`config.mk`:
```
export PLATFORM = sky130hd
export DESIGN_NAME = segadd_top
export DESIGN_NICKNAME = d
export VERILOG_FILES = /design/src/rtl/segadd_pkg.sv /design/src/rtl/segadd_ctrl.sv /design/src/rtl/segadd_lane.sv /design/src/rtl/segadd_carry_chain.sv /design/src/rtl/segadd_top.sv
export SDC_FILE = /design/constraint.sdc
export NUM_CORES = 1
export LEC_CHECK = 0
export ABC_AREA = 1
export BUFFER_PORTS_ARGS = -buffer_cell sky130_fd_sc_hd__buf_2
export CORE_MARGIN = 1.5
export CORE_UTILIZATION = 40
export DETAILED_ROUTE_END_ITERATION = 10
export PLACE_DENSITY = 0.65
export SKIP_LAST_GASP = 1
export SLEW_MARGIN = 40
export SYNTH_ARGS = -nofsm -noshare
export SYNTH_HDL_FRONTEND = slang
export SYNTH_HIERARCHICAL = 1
export SYNTH_SLANG_ARGS = --single-unit
```
`constraint.sdc`:
```
create_clock -name clk -period 3.5 [get_ports clk]
set_input_delay 0.175 -clock clk [delete_from_list [all_inputs] [get_ports clk]]
set_output_delay 0.175 -clock clk [all_outputs]
set_load 0.005 [all_outputs]
```
`src/rtl/segadd_pkg.sv`:
```
package segadd_pkg;

  typedef enum logic [1:0] {
    SYM_KILL = 2'b00,
    SYM_PROP = 2'b01,
    SYM_GEN  = 2'b10
  } sym_t;

  typedef enum logic [2:0] {
    PH_IDLE,
    PH_LOAD,
    PH_RESOLVE,
    PH_REPLAY,
    PH_DRAIN
  } phase_t;

  function automatic sym_t classify(input logic a, input logic b);
    if (a && b)      return SYM_GEN;
    else if (a ^ b)  return SYM_PROP;
    else             return SYM_KILL;
  endfunction

  // Combine an older summary with a newer, higher-order symbol.
  function automatic sym_t absorb(input sym_t older, input sym_t newer);
    return (newer == SYM_PROP) ? older : newer;
  endfunction

  function automatic logic carry_through(input sym_t s, input logic cin);
    return (s == SYM_PROP) ? cin : (s == SYM_GEN);
  endfunction

endpackage

```
`src/rtl/segadd_ctrl.sv`:
```
module segadd_ctrl
  import segadd_pkg::*;
#(
  parameter int SEG_LEN = 8,
  localparam int AW = (SEG_LEN > 1) ? $clog2(SEG_LEN) : 1
) (
  input  logic          clk,
  input  logic          rst,
  input  logic          start_i,
  output logic          wr_en,
  output logic          wr_first,
  output logic [AW-1:0] wr_addr,
  output logic          rd_en,
  output logic [AW-1:0] rd_addr,
  output logic          seed_en,
  output logic          emit_en,
  output logic          done_set,
  output logic          sum_valid_o,
  output logic          done_o
);

  localparam logic [AW-1:0] LAST_IDX = AW'(SEG_LEN - 1);

  phase_t        phase;
  logic [AW-1:0] idx;
  logic          at_last;
  logic          rd_vld_q, rd_last_q, out_last_q, sum_valid_q, done_q;

  assign at_last  = (idx == LAST_IDX);
  assign wr_en    = ((phase == PH_IDLE) && start_i) || (phase == PH_LOAD);
  assign wr_first = (phase == PH_IDLE);
  assign wr_addr  = (phase == PH_IDLE) ? '0 : idx;
  assign rd_en    = (phase == PH_REPLAY);
  assign rd_addr  = idx;
  assign seed_en  = (phase == PH_RESOLVE);
  assign done_set = (phase == PH_DRAIN) && out_last_q;
  assign emit_en  = rd_vld_q;

  always_ff @(posedge clk) begin
    if (rst) begin
      phase <= PH_IDLE;
      idx   <= '0;
    end else begin
      unique case (phase)
        PH_IDLE: if (start_i) begin
          if (SEG_LEN == 1) begin
            phase <= PH_RESOLVE;
          end else begin
            phase <= PH_LOAD;
            idx   <= AW'(1);
          end
        end
        PH_LOAD: begin
          if (at_last) begin
            phase <= PH_RESOLVE;
            idx   <= '0;
          end else begin
            idx <= idx + AW'(1);
          end
        end
        PH_RESOLVE: begin
          phase <= PH_REPLAY;
          idx   <= '0;
        end
        PH_REPLAY: begin
          if (at_last) begin
            phase <= PH_DRAIN;
            idx   <= '0;
          end else begin
            idx <= idx + AW'(1);
          end
        end
        PH_DRAIN: if (out_last_q) phase <= PH_IDLE;
        default: phase <= PH_IDLE;
      endcase
    end
  end

  always_ff @(posedge clk) begin
    if (rst) begin
      rd_vld_q    <= 1'b0;
      rd_last_q   <= 1'b0;
      out_last_q  <= 1'b0;
      sum_valid_q <= 1'b0;
      done_q      <= 1'b0;
    end else begin
      rd_vld_q    <= rd_en;
      rd_last_q   <= rd_en && at_last;
      out_last_q  <= rd_vld_q && rd_last_q;
      sum_valid_q <= rd_vld_q;
      done_q      <= done_set;
    end
  end

  assign sum_valid_o = sum_valid_q;
  assign done_o      = done_q;

  // done is a single-cycle pulse
  a_r5_done_pulse: assert property (@(posedge clk) disable iff (rst)
    done_o |=> !done_o);

  // the end of the valid window is marked by done
  a_r5_done_after_window: assert property (@(posedge clk) disable iff (rst)
    $fell(sum_valid_o) |-> done_o);

  // no sum is presented while operands are still being loaded
  a_r3_quiet_in_load: assert property (@(posedge clk) disable iff (rst)
    (phase == PH_LOAD) |-> !sum_valid_o);

  // a start seen while busy never (re)enters loading
  a_r7_busy_start: assert property (@(posedge clk) disable iff (rst)
    (phase != PH_IDLE && start_i) |=> (phase != PH_LOAD || $past(phase) == PH_LOAD));

  // the slice index stays inside the buffer
  a_r3_index_bound: assert property (@(posedge clk) disable iff (rst)
    idx <= LAST_IDX);

endmodule

```
`src/rtl/segadd_lane.sv`:
```
module segadd_lane
  import segadd_pkg::*;
#(
  parameter int SEG_LEN = 8,
  localparam int AW = (SEG_LEN > 1) ? $clog2(SEG_LEN) : 1
) (
  input  logic          clk,
  input  logic          rst,
  input  logic          a_i,
  input  logic          b_i,
  input  logic          wr_en,
  input  logic          wr_first,
  input  logic [AW-1:0] wr_addr,
  input  logic          rd_en,
  input  logic [AW-1:0] rd_addr,
  input  logic          seed_en,
  input  logic          cin_i,
  input  logic          emit_en,
  output logic          sum_o,
  output sym_t          summary_o
);

  sym_t       sym_in;
  logic [1:0] buf_mem [SEG_LEN];
  logic [1:0] rd_q;
  sym_t       rd_sym;
  sym_t       summ_q;
  logic       run_c;
  logic       sum_q;

  assign sym_in = classify(a_i, b_i);
  assign rd_sym = sym_t'(rd_q);

  // Simple dual-port buffer, registered read, no reset: block RAM friendly.
  always_ff @(posedge clk) begin
    if (wr_en) buf_mem[wr_addr] <= sym_in;
    if (rd_en) rd_q <= buf_mem[rd_addr];
  end

  always_ff @(posedge clk) begin
    if (rst)         summ_q <= SYM_PROP;
    else if (wr_en)  summ_q <= wr_first ? sym_in : absorb(summ_q, sym_in);
  end

  always_ff @(posedge clk) begin
    if (rst) begin
      run_c <= 1'b0;
      sum_q <= 1'b0;
    end else if (seed_en) begin
      run_c <= cin_i;
    end else if (emit_en) begin
      sum_q <= (rd_sym == SYM_PROP) ^ run_c;
      run_c <= carry_through(rd_sym, run_c);
    end
  end

  assign sum_o     = sum_q;
  assign summary_o = summ_q;

  // code 2'b11 is never produced by the classifier
  a_r1_code_legal: assert property (@(posedge clk) disable iff (rst)
    wr_en |-> sym_in != 2'b11);

  // replayed symbols are legal codes
  a_r1_replay_legal: assert property (@(posedge clk) disable iff (rst)
    emit_en |-> rd_q != 2'b11);

endmodule

```
`src/rtl/segadd_carry_chain.sv`:
```
module segadd_carry_chain
  import segadd_pkg::*;
#(
  parameter int LANES = 4
) (
  input  sym_t [LANES-1:0] summary_i,
  output logic [LANES-1:0] cin_o,
  output logic             cout_o
);

  logic [LANES:0] c;

  assign c[0] = 1'b0;

  for (genvar l = 0; l < LANES; l++) begin : g_link
    assign c[l+1]   = carry_through(summary_i[l], c[l]);
    assign cin_o[l] = c[l];
  end

  assign cout_o = c[LANES];

endmodule

```
`src/rtl/segadd_top.sv`:
```
module segadd_top
  import segadd_pkg::*;
#(
  parameter int LANES   = 4,
  parameter int SEG_LEN = 8
) (
  input  logic             clk,
  input  logic             rst,
  input  logic             start_i,
  input  logic [LANES-1:0] a_i,
  input  logic [LANES-1:0] b_i,
  output logic [LANES-1:0] sum_o,
  output logic             sum_valid_o,
  output logic             done_o,
  output logic             carry_out_o
);

  localparam int AW = (SEG_LEN > 1) ? $clog2(SEG_LEN) : 1;

  logic             wr_en, wr_first, rd_en, seed_en, emit_en, done_set;
  logic [AW-1:0]    wr_addr, rd_addr;
  sym_t [LANES-1:0] summaries;
  logic [LANES-1:0] lane_cin;
  logic             chain_cout;
  logic             cout_hold, cout_q;

  segadd_ctrl #(.SEG_LEN(SEG_LEN)) u_ctrl (
    .clk(clk), .rst(rst), .start_i(start_i),
    .wr_en(wr_en), .wr_first(wr_first), .wr_addr(wr_addr),
    .rd_en(rd_en), .rd_addr(rd_addr), .seed_en(seed_en),
    .emit_en(emit_en), .done_set(done_set),
    .sum_valid_o(sum_valid_o), .done_o(done_o)
  );

  for (genvar l = 0; l < LANES; l++) begin : g_lane
    segadd_lane #(.SEG_LEN(SEG_LEN)) u_lane (
      .clk(clk), .rst(rst), .a_i(a_i[l]), .b_i(b_i[l]),
      .wr_en(wr_en), .wr_first(wr_first), .wr_addr(wr_addr),
      .rd_en(rd_en), .rd_addr(rd_addr),
      .seed_en(seed_en), .cin_i(lane_cin[l]), .emit_en(emit_en),
      .sum_o(sum_o[l]), .summary_o(summaries[l])
    );
  end

  segadd_carry_chain #(.LANES(LANES)) u_chain (
    .summary_i(summaries), .cin_o(lane_cin), .cout_o(chain_cout)
  );

  always_ff @(posedge clk) begin
    if (rst) begin
      cout_hold <= 1'b0;
      cout_q    <= 1'b0;
    end else begin
      if (seed_en)  cout_hold <= chain_cout;
      if (done_set) cout_q    <= cout_hold;
    end
  end

  assign carry_out_o = cout_q;

  // the reported word carry does not move during the output window
  a_r6_cout_steady: assert property (@(posedge clk) disable iff (rst)
    (sum_valid_o && $past(sum_valid_o)) |-> $stable(carry_out_o));

  // the lowest lane is always seeded with zero
  a_r4_base_seed: assert property (@(posedge clk) disable iff (rst)
    seed_en |=> (g_lane[0].u_lane.run_c == 1'b0));

endmodule

```
======== After elaboration in Yosys (flattened, before gate mapping) ========
Memories as Yosys holds them, arrays and structs flattened. A register that Yosys moved wholly into a read port is not among the register bits.
Cells that the tools add are included.
word-level totals
  register bits after elaboration ......... 29
  logic and storage cells ................. 136
  bits in writable memories ............... 64
  input bits .............................. 11
  output and inout bits ................... 7
  memories ................................ 4
memory list
  memory                    words  bits a word  rd ports  clocked after Yosys merged registers in  write ports  line               text
  g_lane[0].u_lane.buf_mem  8      2            1         1                                        1            segadd_lane.sv:24  logic [1:0] buf_mem [SEG_LEN];
  g_lane[1].u_lane.buf_mem  8      2            1         1                                        1            segadd_lane.sv:24
  g_lane[2].u_lane.buf_mem  8      2            1         1                                        1            segadd_lane.sv:24
  g_lane[3].u_lane.buf_mem  8      2            1         1                                        1            segadd_lane.sv:24
cells by class
  eq/ne operators ......................... 36
  multiplexer cells ....................... 39
  reduce and logical (&&, ||, !) cells .... 25
  add/sub/neg operators ................... 1
  bitwise operators ....................... 10
operator list
  operator                                                                count
  2-bit by 1-bit equality test with 1-bit output (second input constant)  12
  2-bit two-way mux                                                       12
  2-bit AND reduction                                                     10
  1-bit two-way mux                                                       19
  3-bit two-way mux                                                       6
  2-bit equality test (second input constant)                             8
  2-bit != test (second input constant)                                   8
  3-bit one-hot mux with 5 select lines                                   1
  3-bit one-hot mux with 3 select lines                                   1
  1-bit logical AND                                                       8
  1-bit XOR                                                               8
  3-bit by 2-bit equality test with 1-bit output (second input constant)  2
  3-bit equality test (second input constant)                             2
  2-bit by 1-bit != test with 1-bit output (second input constant)        3
  4-bit AND reduction                                                     1
  2-bit OR reduction                                                      2
  3-bit by 1-bit adder with 3-bit output (second input constant)          1
  3-bit by 1-bit equality test with 1-bit output (second input constant)  1
  3-bit logical NOT                                                       1
  3-bit nonzero test                                                      1
  1-bit inverter                                                          2
  2-bit nonzero test                                                      1
  1-bit logical OR                                                        1

======== Depth between registers and ports, before layout ========
  word-level depth ........................ 6
  mapped depth ............................ 12
  gate-level depth less buffers ........... 12

======== By module ========
The synthesis kept the hierarchy.
modules (own cells, without submodules)
  module                              sequential area each (sq um)  times used  area each (sq um)  cells each
  segadd_lane (g_lane[0].u_lane ...)  620.6                         2           1051.0             123
  segadd_lane (g_lane[1].u_lane ...)  620.6                         2           1041.0             123
  segadd_ctrl                         220.2                         1           539.3              70
  segadd_carry_chain                  0.0                           1           85.1               19
  segadd_top                          40.0                          1           83.8               13

======== Least setup slack after synthesis ========
OpenSTA, ideal clock, no wires.
  path type ............................... register to register
  start point ............................. register u_ctrl.phase[2]
  end point ............................... memory g_lane[0].u_lane.buf_mem[0][0], enable pin
  arrival time ............................ 1.471 ns
  cell stages (with the launch flop) ...... 7
  path buffers ............................ 0
  library setup time ...................... 0.309 ns
  period minus slack after synthesis ...... 1.780 ns
  data required time ...................... 3.191 ns
  slack ................................... 1.720 ns
  cell sequence ........................... dfxtp_1 > nor3_2 > nand2_1 > nand2_1 > inv_1 > or2_1 > nor2_1
between the ends
  word-level cells in the longest chain between the ends .. 5
  elaborated cells on any way between the ends .. 7
  classes of those cells .................. 1 x eq/ne; 3 x mux; 3 x reduce/logical
RTL lines
  what                                     line               text
  start: declaration                       segadd_ctrl.sv:24  phase_t phase;
  start signal: assignment                 segadd_ctrl.sv:41  phase <= PH_IDLE;
  start signal: assignment                 segadd_ctrl.sv:47  phase <= PH_RESOLVE;
  start signal: assignment                 segadd_ctrl.sv:49  phase <= PH_LOAD;
  3-bit logical NOT                        --
  named net wr_first                       segadd_top.sv:20   logic wr_en, wr_first, rd_en, seed_en, emit_en, done_set;
  1-bit logical AND                        segadd_ctrl.sv:30  assign wr_en = ((phase == PH_IDLE) && start_i) || (phase == PH_LOAD);
  1-bit logical OR                         segadd_ctrl.sv:30
  named net wr_en                          segadd_top.sv:20
  1-bit two-way mux                        segadd_lane.sv:36  if (wr_en) buf_mem[wr_addr] <= sym_in;
  1-bit two-way mux (not written as such)  segadd_lane.sv:36
  end: declaration                         segadd_lane.sv:24
The timed path passes the listed nets, and every way through them passes these cells.

======== Final worst setup path ========
  start point ............................. register u_ctrl.phase[2]
  end point ............................... memory g_lane[3].u_lane.buf_mem[0][0], enable pin
between the ends
  word-level cells in the longest chain between the ends .. 5
  elaborated cells on any way between the ends .. 7
  classes of those cells .................. 1 x eq/ne; 3 x mux; 3 x reduce/logical
RTL lines
  what                                     line
  3-bit logical NOT                        --
  named net wr_first                       segadd_top.sv:20
  1-bit logical AND                        segadd_ctrl.sv:30
  1-bit logical OR                         segadd_ctrl.sv:30
  named net wr_en                          segadd_top.sv:20
  1-bit two-way mux                        segadd_lane.sv:36
  1-bit two-way mux (not written as such)  segadd_lane.sv:36
  end: declaration                         segadd_lane.sv:24
The timed path passes the listed nets, and every way through them passes these cells.

==> results.toml <==
[floorplan]
io_pins = 18
die_width_um = 114
start_util_pct = 40.9
core_region_area_um2 = 12000
rows = 40
dieArea_um2 = 12900
die_y_um = 114

[yosys]
synth_nets = 611
synth_top_area_share_pct = 44.2
synth.area.top_cells = "edfxtp_1 44%, nand2_1 14%, dfxtp_1 12%, inv_1 10%, nor2_1 4.8%"
synth-seq-cells = 101
yosysTopAreaCell = "edfxtp_1"
synth-seq-area-share_pct = 56.1
ys_warn_count = 6
synth_area_um2 = 4890
syn_inst = 594
yosysUniqueCellTypes = 28
post_synth.cell_area_avg_um2 = 8.24

[global_routing]
grt_pass1_wl_mm = 15.4
grt_pass1_vias = 3350
grt_max_degree = 39
grt_overflow_total = 0
grt_usage_pct = 15.3
antenna_found_initial = 0

[clock_tree]
hold_buffers = 0
post_cts_buffers = 0
cts.repair.resized = 0
clk_latency_ps = 340
cts_tree = "built"
clk_root_buffer_cell = "clkbuf_16"
cts_made_buffers = 9
clk_pin_slew_ps = 70
htree_levels = 3
clk_path_buf_depth = 2
cts.sink_count = 101

[final_layout]
antennaDiodeCount = 0
fin_area_um2 = 5440
synthToLayoutAreaGrowth_pct = 11.2
drive_gt1_share_pct = 11.0
finalNetCount = 637

[detailed_routing]
drc = 0
wl_mm = 9.06
vias = 3562
wire_per_inst_um = 11.7
drt_iter0_markers = 212
ant_nets = 0
via_per_inst = 4.61
first_pass_iters = 5

[placed_design]
port_buffers = 17
postPlaceCellArea_um2 = 5130
place.gp.congestion = 0.818
hpwl_mm = 6.36

[timing]
setup_viol = 0
hold_viol = 0
skew_ps = 6.48
relSlewSlack_pct = 56.1
worst_pin_slew_ps = 656
fmax_mhz = 461
rsz0062_at_grt = "false"
drv_slew = 0
setup_tns_ps = 0
fin_crit_sh_pct = 61.9
finalCriticalPeriod_ps = 2170

[critical_path]
cp_data_required_time_ps = 3530
crit_arrival_ps = 2200
critical_path_class = "flip-flop to flip-flop"
r2r-start = "u_ctrl/phase[2]$_SDFFE_PP0P_"
endpoint_kind = "flip-flop"
path_max_fanout = 12
startpoint = "u_ctrl/phase[2]$_SDFFE_PP0P_"
startpoint_type = "flip-flop"

[power_and_ir_drop]
p_leak_uw = 0.00251
ir_drop_uv = 281
powerDensity_nw_per_um2 = 505

[min_path]
min_from = "rst"
hp-class = "primary input to flip-flop"

[status]
status = "complete, no violations"

[flow_run]
drv_cap = 0
==> power breakdown <==
part | leakage, µW | internal, µW | switching (µW)
logic | 0.00146 | 119 | 260
registers | 0.000896 | 1350 | 27.5
clock network | 0.000154 | 569 | 421
total | 0.00251 | 2040 | 708
==> through the flow <==
| step | cells | util (%) | power, µW | hold WS (ps) | setup WS [ps] |
|---|---|---|---|---|---|
| floorplan | 594 | - | 1700 | 310 | 1720 |
| finish | 772 | 45.5 | 2740 | 204 | 1330 |
| global placement | 756 | 42.9 | 1770 | 399 | 1460 |
| detailed placement | 756 | 42.9 | 1780 | 403 | 1390 |
| CTS | 772 | 45.5 | 2770 | 197 | 1330 |
| global route | 772 | 45.5 | 2890 | 213 | 1100 |
==> cells by family after synthesis <==
family	after synthesis	synth area share [%]
buffers and inverters	147	12.3
AND/OR/NAND/NOR	312	26.8
other	1	0.0767
AO/OA/AOI/OAI	27	3.25
adder cells (fa/ha/maj)	6	1.53
flip-flops	101	56.1
==> cells in the mapped netlist, drive strengths merged <==
library cell	instances
inv	141
buf	5
a31oi	1
conb	1
edfxtp	72
ha	6
nand4	1
or2	4
nor2	68
nor3	3
clkbuf	1
o21ai	13
nand3	47
a21oi	13
nand2	189
dfxtp	29
==> flip-flops by register name, indices dropped and copies added, names as in the netlist, 3 cells and up <==
name                     count
g_lane.u_lane/summary_o      8
g_lane.u_lane/buf_mem       64
g_lane.u_lane/sum_o          4
u_ctrl/phase                 3
g_lane.u_lane/run_c          4
u_ctrl/rd_addr               3
g_lane.u_lane/rd_q           8
==> routing by layer <==
metal	routed length, µm	vias up	track usage (%)
met5	0	-	0
met4	221	0	5.92
met3	426	15	3.67
met2	4320	64	26.2
met1	4100	1620	18.7
li1	-	1863	-
==> path summary, 6_finish.rpt <==
check                                             end  slack (ps)  cells after the start
min                     u_ctrl/sum_valid_o$_SDFF_PP0_         200                      2
max reg2reg  g_lane[3].u_lane/buf_mem[0][0]$_DFFE_PP_        1330                      6
max          g_lane[3].u_lane/buf_mem[0][0]$_DFFE_PP_        1330                      6
min reg2reg              u_ctrl/out_last_q$_SDFF_PP0_         410                      2
==> cells in the final DEF, fill, tap and decap left out <==
| master | n |
|---|---|
| nand2_1 | 176 |
| inv_1 | 134 |
| edfxtp_1 | 72 |
| nor2_1 | 63 |
| nand3_1 | 46 |
| dfxtp_1 | 29 |
| buf_2 | 17 |
| nand2_2 | 13 |
| clkbuf_16 | 11 |
| o21ai_0 | 8 |
| a21oi_1 | 8 |
| ha_1 | 6 |
| inv_4 | 5 |
| a21oi_2 | 5 |
| or2_1 | 4 |
| o21ai_1 | 4 |
| buf_4 | 4 |
| nor2_2 | 3 |
| inv_2 | 3 |
| inv_6 | 2 |
| nor2_4 | 2 |
| nor3_1 | 2 |
| clkinv_2 | 1 |
| clkbuf_1 | 1 |
| conb_1 | 1 |
| nor3_2 | 1 |
| nand3_2 | 1 |
| o21ai_2 | 1 |
| nand4_1 | 1 |
| a31oi_1 | 1 |
==> worst max-delay path, stage by stage, from the launching register on <==
cell,delay [ps]
dfxtp_1,390
nor3_2,450
nand2_1,90
nand2_1,390
inv_1,60
or2_1,260
nor2_1,210
==> area by class of cell <==
| type | count | area (µm²) |
|---|---|---|
| repair buffers | 21 | 115 |
| flip-flops and latches | 101 | 2740 |
| clock inverters | 4 | 23.8 |
| well taps | 147 | 184 |
| inverters | 141 | 544 |
| multi-input cells | 346 | 1550 |
| clock buffers | 12 | 279 |
| fillers | 1122 | 6520 |
(Power assumes the default switching activity.)
